`config.mk`:
```
export PLATFORM = sky130hd
export DESIGN_NAME = syncser_regs
export DESIGN_NICKNAME = d
export VERILOG_FILES = /design/src/rtl/syncser_pkg.sv /design/src/rtl/syncser_cfg_regs.sv /design/src/rtl/syncser_irq.sv /design/src/rtl/syncser_frame_mask.sv /design/src/rtl/syncser_rdmux.sv /design/src/rtl/syncser_regs.sv
export SDC_FILE = /design/constraint.sdc
export NUM_CORES = 1
export LEC_CHECK = 0
export BUFFER_PORTS_ARGS = -buffer_cell sky130_fd_sc_hd__buf_2
export CAP_MARGIN = 10
export CORE_ASPECT_RATIO = 0.8
export CORE_MARGIN = 2
export CORE_UTILIZATION = 48
export CTS_CLUSTER_DIAMETER = 100
export DETAILED_ROUTE_END_ITERATION = 8
export PLACE_DENSITY_LB_ADDON = 0.3
export SETUP_SLACK_MARGIN = 0.1
export SLEW_MARGIN = 25
export SYNTH_ARGS = -nofsm -noshare
export SYNTH_HDL_FRONTEND = slang
export SYNTH_SLANG_ARGS = --single-unit
```
`constraint.sdc`:
```
create_clock -name clk -period 3.6 [get_ports clk]
set_input_delay 0.18 -clock clk [delete_from_list [all_inputs] [get_ports clk]]
set_output_delay 0.18 -clock clk [all_outputs]
set_load 0.02 [all_outputs]
```
`src/rtl/syncser_pkg.sv`:
```
package syncser_pkg;
  localparam int WIDX_W = 10;
  typedef logic [WIDX_W-1:0] widx_t;
  localparam widx_t W_CTLA = 10'h000;
  localparam widx_t W_CTLB = 10'h001;
  localparam widx_t W_DATA = 10'h002;
  localparam widx_t W_STAT = 10'h003;
  localparam widx_t W_DIV  = 10'h004;
  localparam widx_t W_MASK = 10'h005;
  localparam widx_t W_RAW  = 10'h006;
  localparam widx_t W_MSKD = 10'h007;
  localparam widx_t W_CLR  = 10'h008;
  localparam widx_t W_DMA  = 10'h009;
  localparam logic [7:0] PID_GRP = 8'hFE;
  localparam logic [7:0] CID_GRP = 8'hFF;
  localparam logic [31:0] CELL_ID = 32'hB105_F00D;
endpackage

```
`src/rtl/syncser_cfg_regs.sv`:
```
module syncser_cfg_regs
  import syncser_pkg::*;
#(
  parameter int CTLA_W = 16,
  parameter int CTLB_W = 4,
  parameter int DIV_W  = 8,
  parameter int DMA_W  = 2,
  parameter int IRQ_N  = 4
) (
  input  logic              clk,
  input  logic              rst_n,
  input  logic              wr_en,
  input  widx_t             widx,
  input  logic [31:0]       wdata,
  output logic [CTLA_W-1:0] ctl_a_q,
  output logic [CTLB_W-1:0] ctl_b_q,
  output logic [DIV_W-1:0]  div_q,
  output logic [DMA_W-1:0]  dma_q,
  output logic [IRQ_N-1:0]  mask_q
);
  logic [CTLA_W-1:0] ctl_a_d;
  logic [CTLB_W-1:0] ctl_b_d;
  logic [DIV_W-1:0]  div_d;
  logic [DMA_W-1:0]  dma_d;
  logic [IRQ_N-1:0]  mask_d;

  always_comb begin
    ctl_a_d = ctl_a_q;
    ctl_b_d = ctl_b_q;
    div_d   = div_q;
    dma_d   = dma_q;
    mask_d  = mask_q;
    if (wr_en) begin
      case (widx)
        W_CTLA:  ctl_a_d = wdata[CTLA_W-1:0];
        W_CTLB:  ctl_b_d = wdata[CTLB_W-1:0];
        W_DIV:   div_d   = {wdata[DIV_W-1:1], 1'b0};
        W_DMA:   dma_d   = wdata[DMA_W-1:0];
        W_MASK:  mask_d  = wdata[IRQ_N-1:0];
        default: ;
      endcase
    end
  end

  always_ff @(posedge clk or negedge rst_n) begin
    if (!rst_n) begin
      ctl_a_q <= '0;
      ctl_b_q <= '0;
      div_q   <= '0;
      dma_q   <= '0;
      mask_q  <= '0;
    end else if (wr_en) begin
      ctl_a_q <= ctl_a_d;
      ctl_b_q <= ctl_b_d;
      div_q   <= div_d;
      dma_q   <= dma_d;
      mask_q  <= mask_d;
    end
  end

  logic unused_wdata;
  assign unused_wdata = ^wdata;
endmodule

```
`src/rtl/syncser_irq.sv`:
```
module syncser_irq #(
  parameter int IRQ_N = 4
) (
  input  logic             clk,
  input  logic             rst_n,
  input  logic [IRQ_N-1:0] evt,
  input  logic [IRQ_N-1:0] clr_bits,
  input  logic [IRQ_N-1:0] mask,
  output logic [IRQ_N-1:0] raw_q,
  output logic [IRQ_N-1:0] masked,
  output logic             irq
);
  logic [IRQ_N-1:0] raw_d;
  logic             upd_en;

  // a new event beats a clear landing in the same cycle
  always_comb begin
    raw_d  = (raw_q & ~clr_bits) | evt;
    upd_en = (|evt) | (|clr_bits);
  end

  always_ff @(posedge clk or negedge rst_n) begin
    if (!rst_n)      raw_q <= '0;
    else if (upd_en) raw_q <= raw_d;
  end

  assign masked = raw_q & mask;
  assign irq    = |masked;
endmodule

```
`src/rtl/syncser_frame_mask.sv`:
```
module syncser_frame_mask #(
  parameter int DATA_W = 16,
  localparam int SZ_W  = $clog2(DATA_W)
) (
  input  logic [SZ_W-1:0]   size_m1,
  output logic [DATA_W-1:0] keep
);
  for (genvar i = 0; i < DATA_W; i++) begin : g_keep
    assign keep[i] = (SZ_W'(i) <= size_m1);
  end
endmodule

```
`src/rtl/syncser_rdmux.sv`:
```
module syncser_rdmux
  import syncser_pkg::*;
#(
  parameter int          CTLA_W    = 16,
  parameter int          CTLB_W    = 4,
  parameter int          DIV_W     = 8,
  parameter int          DMA_W     = 2,
  parameter int          IRQ_N     = 4,
  parameter int          STAT_W    = 5,
  parameter int          DATA_W    = 16,
  parameter logic [31:0] PERIPH_ID = 32'h0013_C0A7
) (
  input  widx_t             widx,
  input  logic [CTLA_W-1:0] ctl_a,
  input  logic [CTLB_W-1:0] ctl_b,
  input  logic [DIV_W-1:0]  div,
  input  logic [DMA_W-1:0]  dma,
  input  logic [IRQ_N-1:0]  mask,
  input  logic [IRQ_N-1:0]  raw,
  input  logic [IRQ_N-1:0]  masked,
  input  logic [STAT_W-1:0] stat,
  input  logic [DATA_W-1:0] rx_trim,
  output logic [31:0]       rd
);
  always_comb begin
    rd = '0;
    case (widx)
      W_CTLA: rd[CTLA_W-1:0] = ctl_a;
      W_CTLB: rd[CTLB_W-1:0] = ctl_b;
      W_DATA: rd[DATA_W-1:0] = rx_trim;
      W_STAT: rd[STAT_W-1:0] = stat;
      W_DIV:  rd[DIV_W-1:0]  = div;
      W_MASK: rd[IRQ_N-1:0]  = mask;
      W_RAW:  rd[IRQ_N-1:0]  = raw;
      W_MSKD: rd[IRQ_N-1:0]  = masked;
      W_DMA:  rd[DMA_W-1:0]  = dma;
      default: begin
        if (widx[9:2] == PID_GRP)      rd[7:0] = PERIPH_ID[8*widx[1:0] +: 8];
        else if (widx[9:2] == CID_GRP) rd[7:0] = CELL_ID[8*widx[1:0] +: 8];
      end
    endcase
  end
endmodule

```
`src/rtl/syncser_regs.sv`:
```
module syncser_regs
  import syncser_pkg::*;
#(
  parameter int          DATA_W    = 16,
  parameter int          IRQ_N     = 4,
  parameter int          STAT_W    = 5,
  parameter int          CTLA_W    = 16,
  parameter int          CTLB_W    = 4,
  parameter int          DIV_W     = 8,
  parameter int          DMA_W     = 2,
  parameter logic [31:0] PERIPH_ID = 32'h0013_C0A7
) (
  input  logic              clk,
  input  logic              rst_n,
  input  logic [11:0]       bus_addr,
  input  logic              bus_wr,
  input  logic              bus_rd,
  input  logic [31:0]       bus_wdata,
  output logic [31:0]       bus_rdata,
  input  logic [STAT_W-1:0] stat_in,
  input  logic [DATA_W-1:0] rx_data,
  input  logic [IRQ_N-1:0]  irq_evt,
  output logic              tx_push,
  output logic [DATA_W-1:0] tx_data,
  output logic              rx_pop,
  output logic [CTLA_W-1:0] ctl_a,
  output logic [CTLB_W-1:0] ctl_b,
  output logic [DIV_W-1:0]  clk_div,
  output logic [DMA_W-1:0]  dma_en,
  output logic              irq_out
);
  localparam int SZ_W = $clog2(DATA_W);

  // asynchronous assert, synchronous release
  logic [1:0] rst_pipe;
  logic       rst_sync_n;
  always_ff @(posedge clk or negedge rst_n) begin
    if (!rst_n) rst_pipe <= '0;
    else        rst_pipe <= {rst_pipe[0], 1'b1};
  end
  assign rst_sync_n = rst_pipe[1];

  widx_t            widx;
  logic [IRQ_N-1:0] clr_bits;
  logic [IRQ_N-1:0] raw_st;
  logic [IRQ_N-1:0] mask_st;
  logic [IRQ_N-1:0] masked_st;
  logic [DATA_W-1:0] keep;
  logic [31:0]      rd_mux;

  assign widx     = bus_addr[11:2];
  assign clr_bits = (bus_wr && widx == W_CLR) ? bus_wdata[IRQ_N-1:0] : '0;

  syncser_cfg_regs #(
    .CTLA_W(CTLA_W), .CTLB_W(CTLB_W), .DIV_W(DIV_W), .DMA_W(DMA_W), .IRQ_N(IRQ_N)
  ) u_cfg (
    .clk(clk), .rst_n(rst_sync_n), .wr_en(bus_wr), .widx(widx), .wdata(bus_wdata),
    .ctl_a_q(ctl_a), .ctl_b_q(ctl_b), .div_q(clk_div), .dma_q(dma_en), .mask_q(mask_st)
  );

  syncser_irq #(.IRQ_N(IRQ_N)) u_irq (
    .clk(clk), .rst_n(rst_sync_n), .evt(irq_evt), .clr_bits(clr_bits), .mask(mask_st),
    .raw_q(raw_st), .masked(masked_st), .irq(irq_out)
  );

  syncser_frame_mask #(.DATA_W(DATA_W)) u_fmask (
    .size_m1(ctl_a[SZ_W-1:0]), .keep(keep)
  );

  syncser_rdmux #(
    .CTLA_W(CTLA_W), .CTLB_W(CTLB_W), .DIV_W(DIV_W), .DMA_W(DMA_W), .IRQ_N(IRQ_N),
    .STAT_W(STAT_W), .DATA_W(DATA_W), .PERIPH_ID(PERIPH_ID)
  ) u_rdmux (
    .widx(widx), .ctl_a(ctl_a), .ctl_b(ctl_b), .div(clk_div), .dma(dma_en),
    .mask(mask_st), .raw(raw_st), .masked(masked_st), .stat(stat_in),
    .rx_trim(rx_data & keep), .rd(rd_mux)
  );

  assign tx_push   = bus_wr && (widx == W_DATA);
  assign tx_data   = bus_wdata[DATA_W-1:0] & keep;
  assign rx_pop    = bus_rd && (widx == W_DATA);
  assign bus_rdata = bus_rd ? rd_mux : '0;

  logic unused_addr;
  assign unused_addr = ^bus_addr[1:0];
endmodule

```
[After elaboration in Yosys (flattened, before gate mapping)]
Index checks and enable logic that the tools add are counted.
Word-level totals
  word-level logic and storage cells: 66
  register bits after elaboration: 39
  output and inout port bits: 81
  input bits: 73
Cells by class
  multiplexer cells: 9
  shift operators: 2
  reductions and logical operators: 14
  bitwise operators: 7
  equality and inequality tests: 11
  order comparisons: 16
Operators with widths (number)
  $shiftx A32 B6 Y8 const A: 2
  $eq A10 B3 Y1 const B: 4
  $pmux W2 S9: 2
  $and A16 B16 Y16: 2
  $le A4 B4 Y1 const A: 8
  $eq A10 B2 Y1 const B: 2
  $eq A10 B4 Y1 const B: 2
  $eq A8 B8 Y1 const B: 2
  $le A3 B4 Y1 const A: 4
  $mux W16: 1
  $mux W8: 2
  $pmux W8 S2: 1
  $pmux W3 S4: 1
  $reduce_or A4 Y1: 3
  $eq A10 B1 Y1 const B: 1
  $logic_not A10 Y1: 1
  $reduce_and A2 Y1: 5
  $and A4 B4 Y4: 2
  $le A1 B4 Y1 const A: 2
  $le A2 B4 Y1 const A: 2
  $reduce_or A6 Y1: 1
  $pmux W1 S5: 1
  $reduce_or A5 Y1: 1
  $mux W4: 1
  other kinds (4): 6

[Longest topological paths before layout]
Gate-level depths: netlist of the first run.
  depth after elaboration: 6
  mapped depth: 7

[Modules after synthesis]
Synthesis of the first run repeated with hierarchy kept, for this count alone.
Unflattened totals
  cells, all modules: 331
  area total of the unflattened synthesis: 3129.3 um^2
Modules (own cells, without submodules)
  syncser_cfg_regs: area an instance 1346.3 um^2, cells an instance 82, sequential area each 825.8 um^2, instances 1
  syncser_rdmux: area an instance 843.3 um^2, cells an instance 120, sequential area each 0.0 um^2, instances 1
  syncser_regs: area an instance 610.6 um^2, cells an instance 86, sequential area each 50.0 um^2, instances 1
  syncser_irq: area an instance 183.9 um^2, cells an instance 17, sequential area each 100.1 um^2, instances 1
  syncser_frame_mask: area an instance 145.1 um^2, cells an instance 26, sequential area each 0.0 um^2, instances 1

[Worst setup path before layout of the first run]
OpenSTA, ideal clock, no wires.
  kind: input -> output
  from: in bus_addr[11]
  to: out bus_rdata[13]
  required time: 3.420 ns
  cell stages on the path: 7
  slack: 1.608 ns
  arrival time: 1.812 ns
  buffers on the path: 2
  cell sequence: nor4_4 > and3_2 > buf_4 > and3_1 > clkbuf_1 > and2_1 > a32o_1
Between the ends
  cells in the longest elaborated chain, start to end: 3
  elaborated cells on any way between the ends: 4
  those cells by class: eq/ne: 1; mux: 2; reduce/logical: 1
RTL lines
  start, declared: RTL line syncser_regs.sv:15  | input logic [11:0] bus_addr,
  $eq A10 B2 Y1 or $logic_not A10 Y1 (tied branches): RTL line syncser_rdmux.sv:27  | case (widx)
  $pmux W8 S2 (*): RTL line syncser_rdmux.sv:27
  $mux W16 (*): RTL line syncser_regs.sv:82  | assign bus_rdata = bus_rd ? rd_mux : '0;
  end, declared: RTL line syncser_regs.sv:19  | output logic [31:0] bus_rdata,
Mark *: on every way between the ends. The rest lies on a longest branch, timed or not.

[Final worst setup path of the first run]
  from: reg u_cfg.ctl_a_q[1]
  to: out bus_rdata[7]
Between the ends
  cells in the longest elaborated chain, start to end: 4
RTL lines
  start, declared: RTL line syncser_cfg_regs.sv:15  | output logic [CTLA_W-1:0] ctl_a_q,
  start signal, assigned: RTL line syncser_cfg_regs.sv:53  | ctl_a_q <= ctl_a_d;
  $le A3 B4 Y1: RTL line syncser_frame_mask.sv:9  | assign keep[i] = (SZ_W'(i) <= size_m1);
  $and A16 B16 Y16: RTL line syncser_regs.sv:76  | .rx_trim(rx_data & keep), .rd(rd_mux)
  $pmux W3 S4: RTL line syncser_rdmux.sv:27
  $mux W16: RTL line syncser_regs.sv:82
No other way between the ends.

==> results of run 1 <==
power groups by stage:
stage | Combinational [W] | Sequential (W) | Clock [W]
after floorplan | 0.0000832 | 0.000469 | 0
after global placement | 0.000137 | 0.000460 | 0
after detailed placement | 0.000139 | 0.000460 | 0
after CTS | 0.000141 | 0.000451 | 0.000405
after global routing | 0.000155 | 0.000453 | 0.000428
final | 0.000141 | 0.000452 | 0.000401
layer usage:
layer | vias up | share of wire (%) | track usage, % | wire [um]
met5 | - | 0 | 0 | 0
met4 | 0 | 1.4 | 7.86 | 108
met3 | 12 | 7.2 | 6.53 | 563
met2 | 112 | 46 | 38.0 | 3600
met1 | 1231 | 45 | 36.8 | 3520
li1 | 1193 | - | - | -
path summary, 6_finish.rpt:
path,from,end,depth (start not counted)
max,u_cfg.ctl_a_q[1],bus_rdata[7],6
min,irq_evt[1],u_irq.raw_q[1],2
max reg2reg,u_cfg.ctl_a_q[3],u_cfg.ctl_a_q[3],1
min reg2reg,rst_pipe[1],u_cfg.ctl_a_q[8],1
max in group asynchronous,rst_pipe[1],u_cfg.mask_q[0],1
min in group asynchronous,rst_n,rst_pipe[1],2
logic make-up after synthesis:
family	after synthesis
mux	40
compound gates	68
flops	39
buf+inv	40
simple gates	84
other cells	2
layout make-up:
cell class                      count  area (sq um)
Fill cell                         489          2090
Multi-Input combinational cell    210          1530
Sequential cell                    39           976
Timing Repair Buffer              120           608
Tap cell                           78          97.6
Clock buffer                        6          82.6
Clock inverter                      2          38.8
Inverter                            4          15.0
per-stage QoR:
step,cell area [sq um],hold WS (ns),util [%],setup WS [ns]
6_report,3350,0.0501,61.6,1.29
3_5_place_dp,3210,-0.0336,59.1,1.46
5_1_grt,3350,0.0535,61.6,1.16
4_1_cts,3350,0.0502,61.6,1.30
2_1_floorplan,2750,-0.116,-,1.61
3_3_place_gp,3210,-0.0333,59.1,1.49
layout by cell type (no fill, tap or decap), types with 3 or more instances in the layout:
master and instances:
inv_1 4, o21ai_0 10, o21a_1 6, and3_1 7, a32o_1 7, buf_2 118
clkbuf_8 6, nor2_1 11, nor2b_1 12, mux2_2 23, nor3b_1 4, mux2_4 10
a31oi_1 3, and2_1 6, a21oi_1 13, mux2i_1 7, a221oi_1 3, a21o_1 5
nor3_1 7, a22oi_1 3, nand2b_1 4, conb_1 18, dfrtp_1 39, nand2_1 15
state kept, by name, summed over array words and instances (netlist names):
register       flops
u_cfg.div_q        7
u_cfg.dma_q        2
u_irq.raw_q        4
u_cfg.mask_q       4
u_cfg.ctl_b_q      4
rst_pipe           2
u_cfg.ctl_a_q     16
synth_stat cells (all sizes together) (2+ instances only):
library cell / number
mux2: 33
a31oi: 3
a21o: 5
buf: 22
nand3b: 2
and3: 8
or4: 2
dfrtp: 39
a22o: 2
a21boi: 2
mux2i: 7
nor2: 12
nand3: 2
and2: 7
a22oi: 3
conb: 2
nor3: 7
a32oi: 2
o21a: 6
inv: 4
a221oi: 3
nor4: 2
o31a: 2
nor2b: 12
a21oi: 13
a32o: 7
nor3b: 4
clkbuf: 14
nand2: 16
or3: 2
nand2b: 4
o21ai: 10
==> metrics, run 1 <==
outcome=complete, no violations; multiplexer share of the synthesized area=17.8%; Comb pwr share=14.2%; Peak supply drop=0.227 mV; Leak=1.80 nW; net switching power=0.000269 W; Reg clk slew, reported paths=0.08 ns; CP Capture Type=primary output; crit path max fanout=12; total clock sinks=39; critical path's slowest cell=dfrtp_1; I/O pin cnt=154; cell taking the most area after synthesis=dfrtp_1; n_diodes=0; post-route setup TNS=0 ns; Crit path required time=3.42 ns; CTS resizes=0; HP Class=input port to flop; transition time of the tightest slew-check pin=0.621 ns; global-route wire length before repair=12300 um; main combinational cell family by area after synthesis=compound AO/OA/AOI/OAI gates; Max Clock Freq=432 MHz; Top Family by Delay on Critical Path=flip-flops; maxcap violations=0; CP Class=flop to primary output; Post-synth ARST share=100%; H-tree depth=2; clock latency on the worst-skew pair=0.30 ns; GP Congestion=0.903; Clk network pwr share=40.4%; nets=453; adder-cell area share of the yosys netlist=0%; R2R Setup Slk=2.51 ns; initial antenna violation count=0; largest net degree at the start of global routing=38; unrepaired setup endpoints after global routing=false; EDFF count, synth=0; Slew Limit Fails=0; port bufs=118; simple-gate share of the synthesized area=18.2%; Sw Share=27.1%; via count=2548; Final Non-Filler Cells=459; top_reg_cell synth=dfrtp_1; antenna viol nets, final=0; Max clock buf depth=2; synth unique cells=57; total power=0.000993 W; # rows=24; Starting Density=49.5%; Routed WL per cell=17.0 um; drt via density=5.55; Seq/Total Area, Yosys=36.3%; Syn Std Cell Area=2690 sq um; average size of a mapped cell=9.85 sq um; startpoint types=flop; Die X=87.7 um; Final min period=2.31 ns; Flop pwr share=45.5%; xor-xnor portion of the synthesized cell area=0%; clock root buffer=clkbuf_8; DPL Wire Length=5690 um; worst path bufs/invs=1; Hold Vio Cnt, Final=0; DRC viols=0; GRT Util Overall=25.6%; Core Area=5440 sq um; critical-path cell list=and2_0, a21oi_1, o22ai_1, nand3b_1, a21boi_0, buf_2; GR Overflow Total=0; die area=6220 sq um; total CTS buffers=5; Synth Area in Compound Gates=18.3%; number of global-route vias before repair=2393; endpoints failing setup=0; P_int=0.000724 W; Largest stage delay, worst path=0.59 ns; final wirelength=7790 um; placed cell count=450; Initial DRC Count=268; #FFs+latches synth=39; DR pass1 iterations=4; Synth Instances=273; die height=70.9 um; Post-CTS Setup Inserts=0; Synth top area share=36.3%; CTS tree=built; fin crit share=64.2%; Arr. time, crit path=2.13 ns; Power Density=297 nW/um^2; clock skew=0.00440 ns; YS warnings=0; Slew HR=58.6%; layout cell share with drive strength beyond 1=44.1%; Layout area overhead=24.4%; top post-synthesis cells by area=dfrtp_1 (36%), mux2_2 (9.6%), mux2_4 (5.6%); CTS Hold Buffers Added=1
No activity file was read; power rests on OpenSTA's default activity.
==> inputs of run 2 (changes only) <==
- CORE_UTILIZATION: 48 -> 40
- clock period: 3.6 -> 1.9 ns (I/O delays scaled with it)
==> run 2 against run 1 <==
Compared with the run above: the flow now finishes with violations (setup timing); combinational power is 110% higher; worst hold slack got worse by 0.017 ns; die area rose by 19%; cell area up 9.0%; clock skew up 0.0046 ns; sequential power rose by 88%; flip-flop and latch count unchanged; critical path depth fell by 1; wire length increased by 5.2%; count of clock-buffer cells in the layout unchanged; setup slack got worse by 1.3 ns; power up 91%; highest routed layer unchanged.
==> metrics, run 2 (synthesis gave the netlist of run 1 again) <==
die area=7400 sq um (+19%); Hold Vio Cnt, Final=0 (unchanged); via count=2621 (+2.9%); dpl ws=0.0465 ns (-1.41 ns); GR Overflow Total=0 (unchanged); fin crit share=100%; Max clock buf depth=2 (unchanged); GP Congestion=0.893 (-1.1%); crit path max fanout=5 (-7); initial antenna violation count=0 (unchanged); CP Class=flop to primary output; # rows=26 (+8.3%); HP Class=input port to flop; Final Non-Filler Cells=493 (+7.4%); Die X=95.7 um (+9.1%); critical path's slowest cell=dfrtp_2; clock root buffer=clkbuf_8; Starting Density=41.7% (-7.7 points); biggest registers after layout=u_cfg.ctl_a_q x16, u_cfg.div_q x7; die height=77.3 um (+9.0%); CP Capture Type=primary output; n_diodes=0 (unchanged); DPL Wire Length=6190 um (+8.7%); unrepaired setup endpoints after global routing=true; placed cell count=473 (+5.1%); fin area=3650 sq um (+9.0%); GRT Util Overall=21.9% (-3.7 points); Leak=1.94 nW (+8.2%); port bufs=118 (unchanged); Reg clk slew, reported paths=0.08 ns (about the same); drt via density=5.32 (-4.2%); Largest stage delay, worst path=0.44 ns (-0.15 ns); Routed WL per cell=16.6 um (-2.1%); total clock sinks=39 (unchanged); largest reg by FF count=u_cfg.ctl_a_q; startpoint types=flop; Peak supply drop=0.383 mV (+69%); I/O pin cnt=154 (unchanged); layout cell share with drive strength beyond 1=49.9% (+5.8 points); most common cell after layout, fill and taps aside=buf_2; Max Clock Freq=525 MHz; DR pass1 iterations=4 (unchanged); area of the multi-input gates=1580 sq um (+3.1%); Layout area overhead=35.6%; endpoints failing setup=1 (+1); Final min period=1.90 ns; Worst Reg2Reg Path Length in Cells=3 (+2); maxcap violations=0 (unchanged); total CTS buffers=5 (unchanged); Initial DRC Count=174 (-35%); critical-path cell list=or3_4, a32o_1, a32oi_1, a21oi_1, buf_4; critical path endpoint=bus_rdata[2]; most frequent cells in the layout=buf_2 (112), dfrtp_1 (36), buf_4 (29); post-route setup TNS=-0.00353 ns (-0.00353 ns); DRC viols=0 (unchanged); Core Area=6440 sq um (+19%); fill count=603 (+23%); violated checks=setup timing; antenna viol nets, final=0 (unchanged); clock latency on the worst-skew pair=0.30 ns (about the same); Power Density=520 nW/um^2 (+75%); largest net degree at the start of global routing=38 (unchanged); number of flip-flops in the largest register=16 (unchanged); Arr. time, crit path=1.81 ns (-0.32 ns); number of global-route vias before repair=2440 (+2.0%); crit path from=u_cfg.ctl_a_q[2]; Sequential Area=980 sq um (+0.38%); global-route wire length before repair=12600 um (+2.4%); r2r endpoint=u_cfg.ctl_a_q[0]; nets=481 (+6.2%); Slew Limit Fails=0 (unchanged); Crit path required time=1.80 ns (-1.62 ns); CTS tree=built; final wirelength=8190 um (+5.2%); min-delay src=bus_wdata[12]; H-tree depth=2 (unchanged); reg2reg start=u_cfg.ctl_a_q[0]; Placed Instance Area=3350 sq um (+4.2%); Worst Slack Setup Final=-0.00353 ns (-1.29 ns); outcome=complete, but fails checks; R2R Setup Slk=0.81 ns (-1.70 ns); clock skew=0.00902 ns (+0.00461 ns)
-- run 2: how the worst min path moves through the flow --
stage / end / slack (ns) / cells after the start
2_1_floorplan: rst_pipe[0] / -0.20 / 0
3_3_place_gp: rst_pipe[0] / -0.12 / 1
3_5_place_dp: rst_pipe[1] / -0.12 / 1
4_1_cts: u_cfg.ctl_a_q[10] / 0.03 / 2
5_1_grt: u_cfg.ctl_a_q[10] / 0.04 / 2
6_report: u_cfg.ctl_a_q[12] / 0.03 / 2
-- run 2: area by class of cell --
class | instances | area share [%]
multi-input combinational | 210 | 43.2
sequential | 39 | 26.9
timing repair buffer | 148 | 23.3
tap | 84 | 2.88
clock buffer | 6 | 2.26
clock inverter | 2 | 1.06
inverter | 4 | 0.412
-- run 2: metrics by stage --
| stage | total power (W) | hold slack, ns | utilization [%] |
|---|---|---|---|
| floorplan | 0.00105 | -0.201 | - |
| global placement | 0.00115 | -0.120 | 52.0 |
| detailed placement | 0.00115 | -0.118 | 52.0 |
| CTS | 0.00191 | 0.0298 | 55.7 |
| global route | 0.00196 | 0.0387 | 56.6 |
| finish | 0.00189 | 0.0328 | 56.6 |
-- run 2: worst max-delay path: cells and delay by family (launching register included) --
kind	cells	cell delay, ns
compound gates	3	0.51
flops	1	0.44
simple gates	1	0.39
buf+inv	1	0.17
-- run 2: power breakdown --
group / internal (W) / total, W / switching, W
sequential: 0.000842 / 0.000852 / 0.0000104
clock: 0.000432 / 0.000745 / 0.000313
combinational: 0.000118 / 0.000297 / 0.000180
total: 0.00139 / 0.00189 / 0.000503
-- run 2: what timing repair did --
item                                   CTS  global route
resized for setup                       11            14
pin swaps                                5             5
setup buffers                            5             2
endpoints found under the hold margin    6             0
setup endpoints to repair               11            15
hold buffers                             5             0
-- run 2: per-layer routing --
metal | up-vias | part of all wire, % | track usage [%]
li1 | 1247 | - | -
met5 | - | 0 | 0
met1 | 1250 | 45 | 31.5
met2 | 108 | 45 | 33.1
met3 | 16 | 8.2 | 4.56
met4 | 0 | 1.8 | 6.29
==> inputs of run 3 (changes only) <==
- CORE_UTILIZATION: 40 -> 41
- CTS_BUF_LIST: unset -> sky130_fd_sc_hd__clkbuf_8
- CTS_CLUSTER_SIZE: unset -> 12
==> run 3 against run 2 <==
Compared with the run above: the flow still finishes with violations (setup timing); wire length increased by 0.44%; combinational power is essentially flat; fmax shrank 0.33%; die area is 2.3% lower; power up 0.84%; sequential power barely moved; final cell count rose by 0.41%; clock skew decreased by 0.0024 ns; sequential share of layout area down 0.32 points; first-iteration DRC count up 37%; via count up 2.2%.
==> metrics, run 3 (synthesis gave the netlist of run 1 again) <==
DPL Wire Length=6310 um (+1.9%); final hold slack=0.0341 ns (+0.00130 ns); largest net degree at the start of global routing=35 (-7.9%); dpl ws=0.0820 ns (+0.0355 ns); Final min period=1.91 ns (+0.00631 ns); Die X=94.5 um (-1.2%); critical-path cell list=or3_4, a32o_1, a32oi_1, a21oi_1, buf_4; outcome=complete, but fails checks; GR Overflow Total=0 (unchanged); port bufs=118 (unchanged); startpoint types=flop; biggest registers after layout=u_cfg.ctl_a_q x16, u_cfg.div_q x7; die area=7230 sq um (-2.3%); CP Class=flop to primary output; Sequential Area=978 sq um (-0.13%); CTS tree=built; Max Clock Freq=524 MHz (-0.33%); Crit path required time=1.80 ns (about the same); GRT Util Overall=22.9% (+1.0 points); GP Congestion=0.872 (-2.3%); layout cell share with drive strength beyond 1=50.4% (+0.49 points); maxcap violations=0 (unchanged); number of global-route vias before repair=2588 (+6.1%); Leak=1.97 nW (+1.2%); largest reg by FF count=u_cfg.ctl_a_q; initial antenna violation count=0 (unchanged); crit path max fanout=3 (-2); drt via density=5.41 (+1.8%); Sw Share=27.0% (+0.48 points); # rows=26 (unchanged); DR pass1 iterations=4 (unchanged); die height=76.4 um (-1.2%); post-layout util=57.8% (+1.2 points); n_diodes=0 (unchanged); net switching power=0.000517 W (+2.7%); fin crit share=101% (+0.33 points); Top Family by Delay on Critical Path=compound AO/OA/AOI/OAI gates; clock latency on the worst-skew pair=0.29 ns (about the same); worst path bufs/invs=1 (unchanged); HP Class=input port to flop; violated checks=setup timing; Starting Density=42.2% (+0.43 points); P_int=0.00139 W (+0.18%); Largest stage delay, worst path=0.44 ns (about the same); Slew Limit Fails=0 (unchanged); final wirelength=8230 um (+0.44%); post-route setup TNS=-0.00985 ns (-0.00631 ns); global-route wire length before repair=13100 um (+4.0%); Clk network pwr share=39.6% (+0.3 points); Max clock buf depth=2 (unchanged); antenna viol nets, final=0 (unchanged); total clock sinks=39 (unchanged); Arr. time, crit path=1.81 ns (about the same); endpoints failing setup=1 (unchanged); clock root buffer=clkbuf_8; Reg clk slew, reported paths=0.09 ns (about the same); most common cell after layout, fill and taps aside=buf_2; Peak supply drop=0.304 mV (-21%); clock skew=0.00666 ns (-0.00236 ns); DRC viols=0 (unchanged); H-tree depth=2 (unchanged); most frequent cells in the layout=buf_2 (113), dfrtp_1 (37), buf_4 (28); CP Capture Type=primary output; number of flip-flops in the largest register=16 (unchanged); Initial DRC Count=239 (+37%); Core Area=6380 sq um (-1.0%); area of the multi-input gates=1590 sq um (+0.71%); Power Density=518 nW/um^2 (-0.22%); critical path's slowest cell=dfrtp_2; fill count=600 (-0.50%); Comb pwr share=15.7% (about the same); I/O pin cnt=154 (unchanged); total power=0.00191 W (+0.84%); Flop pwr share=44.7% (-0.3 points); Layout area overhead=37.1%; Hold Vio Cnt, Final=0 (unchanged); Routed WL per cell=16.6 um (about the same); unrepaired setup endpoints after global routing=true; total CTS buffers=5 (unchanged); via count=2678 (+2.2%); Worst Slack Setup Final=-0.00985 ns (-0.00631 ns); nets=483 (+0.42%)
==> run 3: changes by cell type in the layout (fill, tap and decap cells not counted), sizes merged <==
cell  before  now
buf      143  145
==> run 3: cell type report <==
| class | count | share of cell area (%) |
|---|---|---|
| clock buffers | 6 | 2.24 |
| clock inverters | 2 | 1.05 |
| inverters | 4 | 0.407 |
| multi-input cells | 210 | 43.0 |
| flip-flops and latches | 39 | 26.5 |
| well taps | 84 | 2.85 |
| repair buffers | 150 | 23.9 |
==> run 3: through the flow <==
step                cells  cell area [sq um]
floorplan             289               2750
global placement      472               3340
detailed placement    472               3340
CTS                   492               3610
global route          495               3690
finish                495               3690
==> run 3: final timing paths <==
kind	start	endpoint	slack, ns	cells past startpoint
min in group asynchronous	rst_pipe[1]	u_cfg.ctl_a_q[10]	0.06	0
min	bus_wdata[13]	u_cfg.ctl_a_q[13]	0.03	2
max	u_cfg.ctl_a_q[2]	bus_rdata[2]	-0.01	5
max in group asynchronous	rst_pipe[1]	u_cfg.ctl_a_q[2]	1.17	1
min reg2reg	rst_pipe[1]	u_cfg.ctl_a_q[10]	0.06	0
max reg2reg	u_cfg.ctl_a_q[2]	u_cfg.ctl_a_q[2]	0.70	4
==> run 3: routing by layer <==
layer	vias to the layer above	wire length, um	part of all wire [%]	track usage (%)
met2	98	3870	47	37.3
met4	0	128	1.6	6.23
li1	1250	-	-	-
met3	15	427	5.2	3.36
met5	-	0	0	0
met1	1315	3800	46	31.8
==> run 3: power groups by stage <==
stage | clock network (W) | logic [W] | registers (W)
2_1_floorplan | 0 | 0.000158 | 0.000888
3_3_place_gp | 0 | 0.000275 | 0.000870
3_5_place_dp | 0 | 0.000279 | 0.000871
4_1_cts | 0.000761 | 0.000295 | 0.000854
5_1_grt | 0.000793 | 0.000329 | 0.000856
6_report | 0.000757 | 0.000300 | 0.000854
==> run 3: what timing repair did <==
item,4_1_cts,5_1_grt
setup buffers,7,3
pin swaps,9,10
gates resized for setup,16,13
hold endpoints to repair,6,0
hold buffers,5,0
endpoints found under the setup margin,11,12
